[src/rtl/pwm4_pkg.sv]
// Package: shared widths, register addresses and control bit positions
// for the four-channel PWM controller. Assumes a byte-addressed map.
package pwm4_pkg;
    localparam int NCH     = 4;
    localparam int CNT_W   = 16;
    localparam int PRE_W   = 6;
    localparam int ADDR_W  = 6;
    localparam int DATA_W  = 32;
    localparam int EN_LSB  = 0;
    localparam int POL_LSB = 8;
    localparam int TYP_LSB = 15;
    localparam int MIN_PER = 2;

    localparam logic [ADDR_W-1:0] A_CTRL = ADDR_W'(8'h00);
    localparam logic [ADDR_W-1:0] A_PRE  = ADDR_W'(8'h24);

    // Address of channel n's period count
    function automatic logic [ADDR_W-1:0] a_per(input int n);
        return ADDR_W'(4 + 8 * n);
    endfunction

    // Address of channel n's duty count
    function automatic logic [ADDR_W-1:0] a_duty(input int n);
        return ADDR_W'(8 + 8 * n);
    endfunction
endpackage

[src/rtl/pwm4_regs.sv]
// Register file: holds the control, period, duty and packed prescale
// settings. Writes land on the clock edge; reads are combinational.
// Assumes one access per cycle and a synchronous active-low reset.
module pwm4_regs
    import pwm4_pkg::*;
(
    input  logic                         clk,
    input  logic                         rst_n,
    input  logic [ADDR_W-1:0]            addr,
    input  logic                         we,
    input  logic [DATA_W-1:0]            wdata,
    output logic [DATA_W-1:0]            rdata,
    output logic [NCH-1:0]               en,
    output logic [NCH-1:0]               pol,
    output logic [NCH-1:0][CNT_W-1:0]    per,
    output logic [NCH-1:0][CNT_W-1:0]    duty,
    output logic [NCH-1:0][PRE_W-1:0]    pre
);
    logic [NCH-1:0] typ;
    logic           unused_wdata;

    assign unused_wdata = ^wdata;

    // Register writes; every field clears on reset
    always_ff @(posedge clk) begin
        if (!rst_n) begin
            en   <= '0;
            pol  <= '0;
            typ  <= '0;
            per  <= '0;
            duty <= '0;
            pre  <= '0;
        end else if (we) begin
            for (int n = 0; n < NCH; n++) begin
                if (addr == A_CTRL) begin
                    en[n]  <= wdata[EN_LSB + n];
                    pol[n] <= wdata[POL_LSB + n];
                    typ[n] <= wdata[TYP_LSB + n];
                end
                if (addr == A_PRE)
                    pre[n] <= wdata[(NCH-1-n)*PRE_W +: PRE_W];
                if (addr == a_per(n))
                    per[n] <= wdata[CNT_W-1:0];
                if (addr == a_duty(n))
                    duty[n] <= wdata[CNT_W-1:0];
            end
        end
    end

    // Read mux; unused bits and unmapped addresses return zero
    always_comb begin
        rdata = '0;
        for (int n = 0; n < NCH; n++) begin
            if (addr == A_CTRL) begin
                rdata[EN_LSB + n]  = en[n];
                rdata[POL_LSB + n] = pol[n];
                rdata[TYP_LSB + n] = typ[n];
            end
            if (addr == A_PRE)
                rdata[(NCH-1-n)*PRE_W +: PRE_W] = pre[n];
            if (addr == a_per(n))
                rdata[CNT_W-1:0] = per[n];
            if (addr == a_duty(n))
                rdata[CNT_W-1:0] = duty[n];
        end
    end
endmodule

[src/rtl/pwm4_tick.sv]
// Prescale tick generator: pulses tick once every (limit+1) clocks.
// A high clr holds the count at zero. Assumes limit is stable between
// clears or ticks.
module pwm4_tick #(
    parameter int W = 6
) (
    input  logic         clk,
    input  logic         rst_n,
    input  logic         clr,
    input  logic [W-1:0] limit,
    output logic         tick
);
    logic [W-1:0] cnt;

    assign tick = (cnt == limit);

    // Divider count: wraps at limit, clears on reset or clr
    always_ff @(posedge clk) begin
        if (!rst_n || clr)
            cnt <= '0;
        else if (tick)
            cnt <= '0;
        else
            cnt <= cnt + W'(1);
    end
endmodule

[src/rtl/pwm4_chan.sv]
// One PWM channel: period and duty counting with shadow copies of the
// settings. Shadows load on an enable rising edge and at each period
// boundary. Assumes the settings come straight from the register file.
module pwm4_chan
    import pwm4_pkg::*;
(
    input  logic             clk,
    input  logic             rst_n,
    input  logic             en,
    input  logic             pol,
    input  logic [CNT_W-1:0] per,
    input  logic [CNT_W-1:0] duty,
    input  logic [PRE_W-1:0] pre,
    output logic             pwm
);
    logic             run_q;
    logic [CNT_W-1:0] cnt;
    logic [CNT_W-1:0] per_l;
    logic [CNT_W-1:0] duty_l;
    logic [PRE_W-1:0] pre_l;
    logic [CNT_W-1:0] per_eff;
    logic             running;
    logic             tick;
    logic             active;

    assign per_eff = (per < CNT_W'(MIN_PER)) ? CNT_W'(MIN_PER) : per;
    assign running = run_q && en;

    pwm4_tick #(.W(PRE_W)) u_tick (
        .clk   (clk),
        .rst_n (rst_n),
        .clr   (!running),
        .limit (pre_l),
        .tick  (tick)
    );

    // Count state: restart on enable edge, reload shadows at boundary
    always_ff @(posedge clk) begin
        if (!rst_n) begin
            run_q  <= 1'b0;
            cnt    <= '0;
            per_l  <= CNT_W'(MIN_PER);
            duty_l <= '0;
            pre_l  <= '0;
        end else begin
            run_q <= en;
            if (!en) begin
                cnt <= '0;
            end else if (!run_q) begin
                cnt    <= '0;
                per_l  <= per_eff;
                duty_l <= duty;
                pre_l  <= pre;
            end else if (tick) begin
                if (cnt == per_l - CNT_W'(1)) begin
                    cnt    <= '0;
                    per_l  <= per_eff;
                    duty_l <= duty;
                    pre_l  <= pre;
                end else begin
                    cnt <= cnt + CNT_W'(1);
                end
            end
        end
    end

    assign active = run_q && (cnt < duty_l);
    assign pwm    = pol ? active : !active;
endmodule

[src/rtl/pwm4_ctrl.sv]
// Top level: the register file feeding four PWM channels, built by a
// generate loop. Assumes a single clock domain and synchronous reset.
module pwm4_ctrl
    import pwm4_pkg::*;
(
    input  logic              clk,
    input  logic              rst_n,
    input  logic [5:0]        bus_addr,
    input  logic              bus_we,
    input  logic [31:0]       bus_wdata,
    output logic [31:0]       bus_rdata,
    output logic [3:0]        pwm_out
);
    logic [NCH-1:0]            en_v;
    logic [NCH-1:0]            pol_v;
    logic [NCH-1:0][CNT_W-1:0] per_v;
    logic [NCH-1:0][CNT_W-1:0] duty_v;
    logic [NCH-1:0][PRE_W-1:0] pre_v;

    pwm4_regs u_regs (
        .clk   (clk),
        .rst_n (rst_n),
        .addr  (bus_addr),
        .we    (bus_we),
        .wdata (bus_wdata),
        .rdata (bus_rdata),
        .en    (en_v),
        .pol   (pol_v),
        .per   (per_v),
        .duty  (duty_v),
        .pre   (pre_v)
    );

    for (genvar g = 0; g < NCH; g++) begin : g_ch
        pwm4_chan u_chan (
            .clk   (clk),
            .rst_n (rst_n),
            .en    (en_v[g]),
            .pol   (pol_v[g]),
            .per   (per_v[g]),
            .duty  (duty_v[g]),
            .pre   (pre_v[g]),
            .pwm   (pwm_out[g])
        );
    end
endmodule

[config.mk]
export PLATFORM = sky130hd
export DESIGN_NAME = pwm4_ctrl
export DESIGN_NICKNAME = d
export VERILOG_FILES = /design/src/rtl/pwm4_pkg.sv /design/src/rtl/pwm4_regs.sv /design/src/rtl/pwm4_tick.sv /design/src/rtl/pwm4_chan.sv /design/src/rtl/pwm4_ctrl.sv
export SDC_FILE = /design/constraint.sdc
export NUM_CORES = 1
export LEC_CHECK = 0
export BUFFER_PORTS_ARGS = -buffer_cell sky130_fd_sc_hd__buf_2
export CAP_MARGIN = 0
export CORE_MARGIN = 3
export CORE_UTILIZATION = 35
export CTS_CLUSTER_SIZE = 8
export DETAILED_ROUTE_END_ITERATION = 10
export HOLD_SLACK_MARGIN = 0.1
export PLACE_DENSITY_LB_ADDON = 0.3
export SLEW_MARGIN = 30
export SYNTH_ARGS = -nofsm -noshare
export SYNTH_HDL_FRONTEND = slang
export SYNTH_SLANG_ARGS = --single-unit
export TNS_END_PERCENT = 100
[constraint.sdc]
create_clock -name clk -period 3.7 [get_ports clk]
set_clock_uncertainty 0.05 [all_clocks]
set_input_delay 0.37 -clock clk [delete_from_list [all_inputs] [get_ports clk]]
set_output_delay 0.37 -clock clk [all_outputs]
set_load 0.005 [all_outputs]
==> impl_metrics.tcl <==
set metrics [dict create \
    layout_commonest_cell "nand2_1" \
    drive_gt1_share_pct 8.03 \
    critical-path-top-delay-family "simple AND/OR/NAND/NOR gates" \
    post-route-period-util_pct 95.9 \
    synth_edf_count 0 \
    final_cell_mix "494 x nand2_1, 407 x dfxtp_1, 184 x nand3_1" \
    cp-start-kind "flip-flop" \
    first_pass_iters 8 \
    path_cells "inv_1 -> ha_1 -> or4b_1 -> nor4_4 -> xnor2_1 -> or4_4 -> nor4_4 -> a41oi_2 -> buf_4 -> a22o_1" \
    yosys_most_used_dff "dfxtp_1" \
    slew_violations 0 \
    viasPerCell 5.62 \
    wl_per_cell_um 19.7 \
    max_freq_mhz 282 \
    fin_nets 2856 \
    final_antenna_net_count 0 \
    critPathArrivalTime_ns 3.97 \
    ys_seq_area_share_pct 36.4 \
    cts_tree "yes" \
    instances_no_fill 3601 \
    numCtsBuffers 57 \
    antenna_found_initial 5 \
    critPathMaxStageDelay_ns 0.63 \
    synth-seq-cells 408 \
    maxCapViolCount 0 \
    drc 0 \
    place_hpwl_mm 50.8 \
    die_w_um 259 \
    crit_buf_inv 2 \
    clockBufferDepth 3 \
    wl_mm 70.9 \
    synthCells 2775 \
    holdWs_ns 0.148 \
    status "completed" \
    path_clk_slew_ns 0.05 \
    dp.cells 3512 \
    synthArstFlopShare_pct 0 \
    avgSynthCellArea_um2 8.10 \
    cpMaxStageDelayCell "or4b_1" \
    setup_tns_ns 0 \
    ir_drop_mv 0.380 \
    path_common_cell "nor4_4" \
    clk_latency_ns 0.63 \
    critPathRequiredTime_ns 4.13 \
    dieArea_mm2 0.0673 \
    grt_pass1_vias 19300 \
    gp_congestion 0.885 \
    grt_use_total_pct 20.5 \
    syn_to_final_growth_pct 12.0 \
    setup_violations 0 \
    final_hold_viol_count 0 \
    synthesis.area_mm2 0.0225 \
    crit_fanout 38 \
    clkSinkCount 408 \
    yosysUniqueCellTypes 81 \
    layout_min_cycle_time_ns 3.55 \
    grt_pass1_wl_mm 110 \
    leakagePower_nw 8.92 \
    core-area_mm2 0.0633 \
    rsz0062_at_grt "no" \
    hold_class "primary input to flip-flop" \
    drt_iter0_markers 1833 \
    post_cts_buffers 0 \
    max_slew_margin_pct 39.9 \
    root_buffer "clkbuf_16" \
    cellPowerDensity_mw_per_mm2 376 \
    die_h_um 259 \
    n_fill_cell 6317 \
    worstMarginPinSlew_ns 0.901 \
    setup.worst_path.class "flip-flop to flip-flop" \
    pin_count 77 \
    critPathCaptureType "flip-flop" \
    grt.overflow.total 0 \
    yosysWarnings 0 \
    cts_max_level 2 \
    start_util_pct 35.5 \
    grt_max_degree 133 \
    io_buffers 60 \
    rows 92 \
    vias 20200 \
]
## cell families after synthesis
kind of cell	synth area share, %
multiplexers	2.88
flip-flops	36.4
XOR/XNOR	6.74
AO/OA/AOI/OAI	20.2
adder cells (fa/ha/maj)	4.01
AND/OR/NAND/NOR	23.8
buffers and inverters	6.00
other	0.0167
## synthesized netlist by cell type, drive strengths merged, types with 7 or more instances
master / n / share of area [%]
a31oi: 39 / 1.1
clkbuf: 181 / 3.0
inv: 86 / 1.4
nor2b: 13 / 0.36
ha: 72 / 4.0
or3: 15 / 0.42
and2: 20 / 0.56
o21ai: 68 / 1.5
nor2: 135 / 2.3
or4: 12 / 0.45
a22o: 83 / 3.2
a222oi: 7 / 0.31
xor2: 84 / 3.3
nor4: 33 / 1.1
a21o: 51 / 1.7
buf: 52 / 1.5
o211ai: 43 / 1.4
nand3: 184 / 4.1
nand3b: 7 / 0.23
a31o: 8 / 0.31
a21oi: 42 / 0.94
dfxtp: 408 / 36
o31a: 14 / 0.55
a21boi: 165 / 5.5
mux2i: 58 / 2.6
a22oi: 28 / 0.94
nand2: 494 / 8.3
and3: 25 / 0.70
nand2b: 17 / 0.47
nor3b: 25 / 0.84
nor3: 43 / 0.96
nand4: 72 / 2.0
a221oi: 9 / 0.35
xnor2: 89 / 3.5
## sequential cells by signal, indices dropped and copies added (netlist names)
signal                  cells
u_regs.en                   4
u_regs.per                 64
u_regs.pre                 24
u_regs.pol                  4
g_ch.u_chan.run_q           4
g_ch.u_chan.u_tick.cnt     24
g_ch.u_chan.per_l          64
g_ch.u_chan.pre_l          24
g_ch.u_chan.cnt            64
u_regs.typ                  4
g_ch.u_chan.duty_l         64
u_regs.duty                64
## final cells by class
type	count	area, um^2	share of cell area [%]
Clock buffer	65	1500	5.95
Inverter	86	323	1.28
Sequential cell	408	8170	32.5
Timing Repair Buffer	135	1010	4.00
Clock inverter	2	60.1	0.239
Tap cell	846	1060	4.21
Multi-Input combinational cell	2055	13000	51.8
Antenna cell	4	10.0	0.0398
## worst register-to-register path, delay by kind of cell, from the launching register on
family	cells	cell delay (ns)
compound gates	2	0.45
flops	1	0.35
fa+ha+maj	1	0.32
simple gates	4	1.77
xor+xnor	1	0.09
buf+inv	2	0.37
## timing repair
item | 4_1_cts | 5_1_grt
endpoints found under the hold margin | 34 | 0
hold buffers | 18 | 0
resized for setup | 0 | 2
setup endpoints to repair | 0 | 7
## metrics by stage
step           worst slack [ns]  total power (W)  utilization, %  area, um^2
2_1_floorplan             0.561          0.00467               -       22500
3_5_place_dp              0.203          0.00477            37.0       23400
6_report                  0.152          0.00945            39.7       25200
4_1_cts                   0.157          0.00957            39.7       25100
5_1_grt                0.000770          0.00975            39.7       25100
3_3_place_gp              0.265          0.00477            37.0       23400
## layer usage
layer / up-vias / track usage, % / part of all wire (%) / wire (um)
li1: 9734 / - / - / -
met1: 9706 / 27.2 / 44 / 31100
met2: 684 / 33.2 / 46 / 32300
met3: 111 / 4.08 / 7.7 / 5450
met4: 4 / 6.85 / 2.8 / 2000
met5: - / 0 / 0.032 / 23
## report_power, final
part	total [W]	switching, W	internal [W]
clock	0.00474	0.00194	0.00280
combinational	0.000288	0.000208	0.0000798
sequential	0.00442	0.0000125	0.00441
total	0.00945	0.00216	0.00729
## final timing paths
| check | start | endpoint | slack (ns) | depth (start not counted) |
|---|---|---|---|---|
| max | g_ch[0].u_chan.per_l[0] | g_ch[0].u_chan.duty_l[2] | 0.15 | 10 |
| min | bus_wdata[6] | u_regs.duty[54] | 0.15 | 3 |
| max reg2reg | g_ch[0].u_chan.per_l[0] | g_ch[0].u_chan.duty_l[2] | 0.15 | 10 |
| min reg2reg | g_ch[1].u_chan.duty_l[13] | g_ch[1].u_chan.duty_l[13] | 0.41 | 2 |
(Power assumes the default switching activity.)
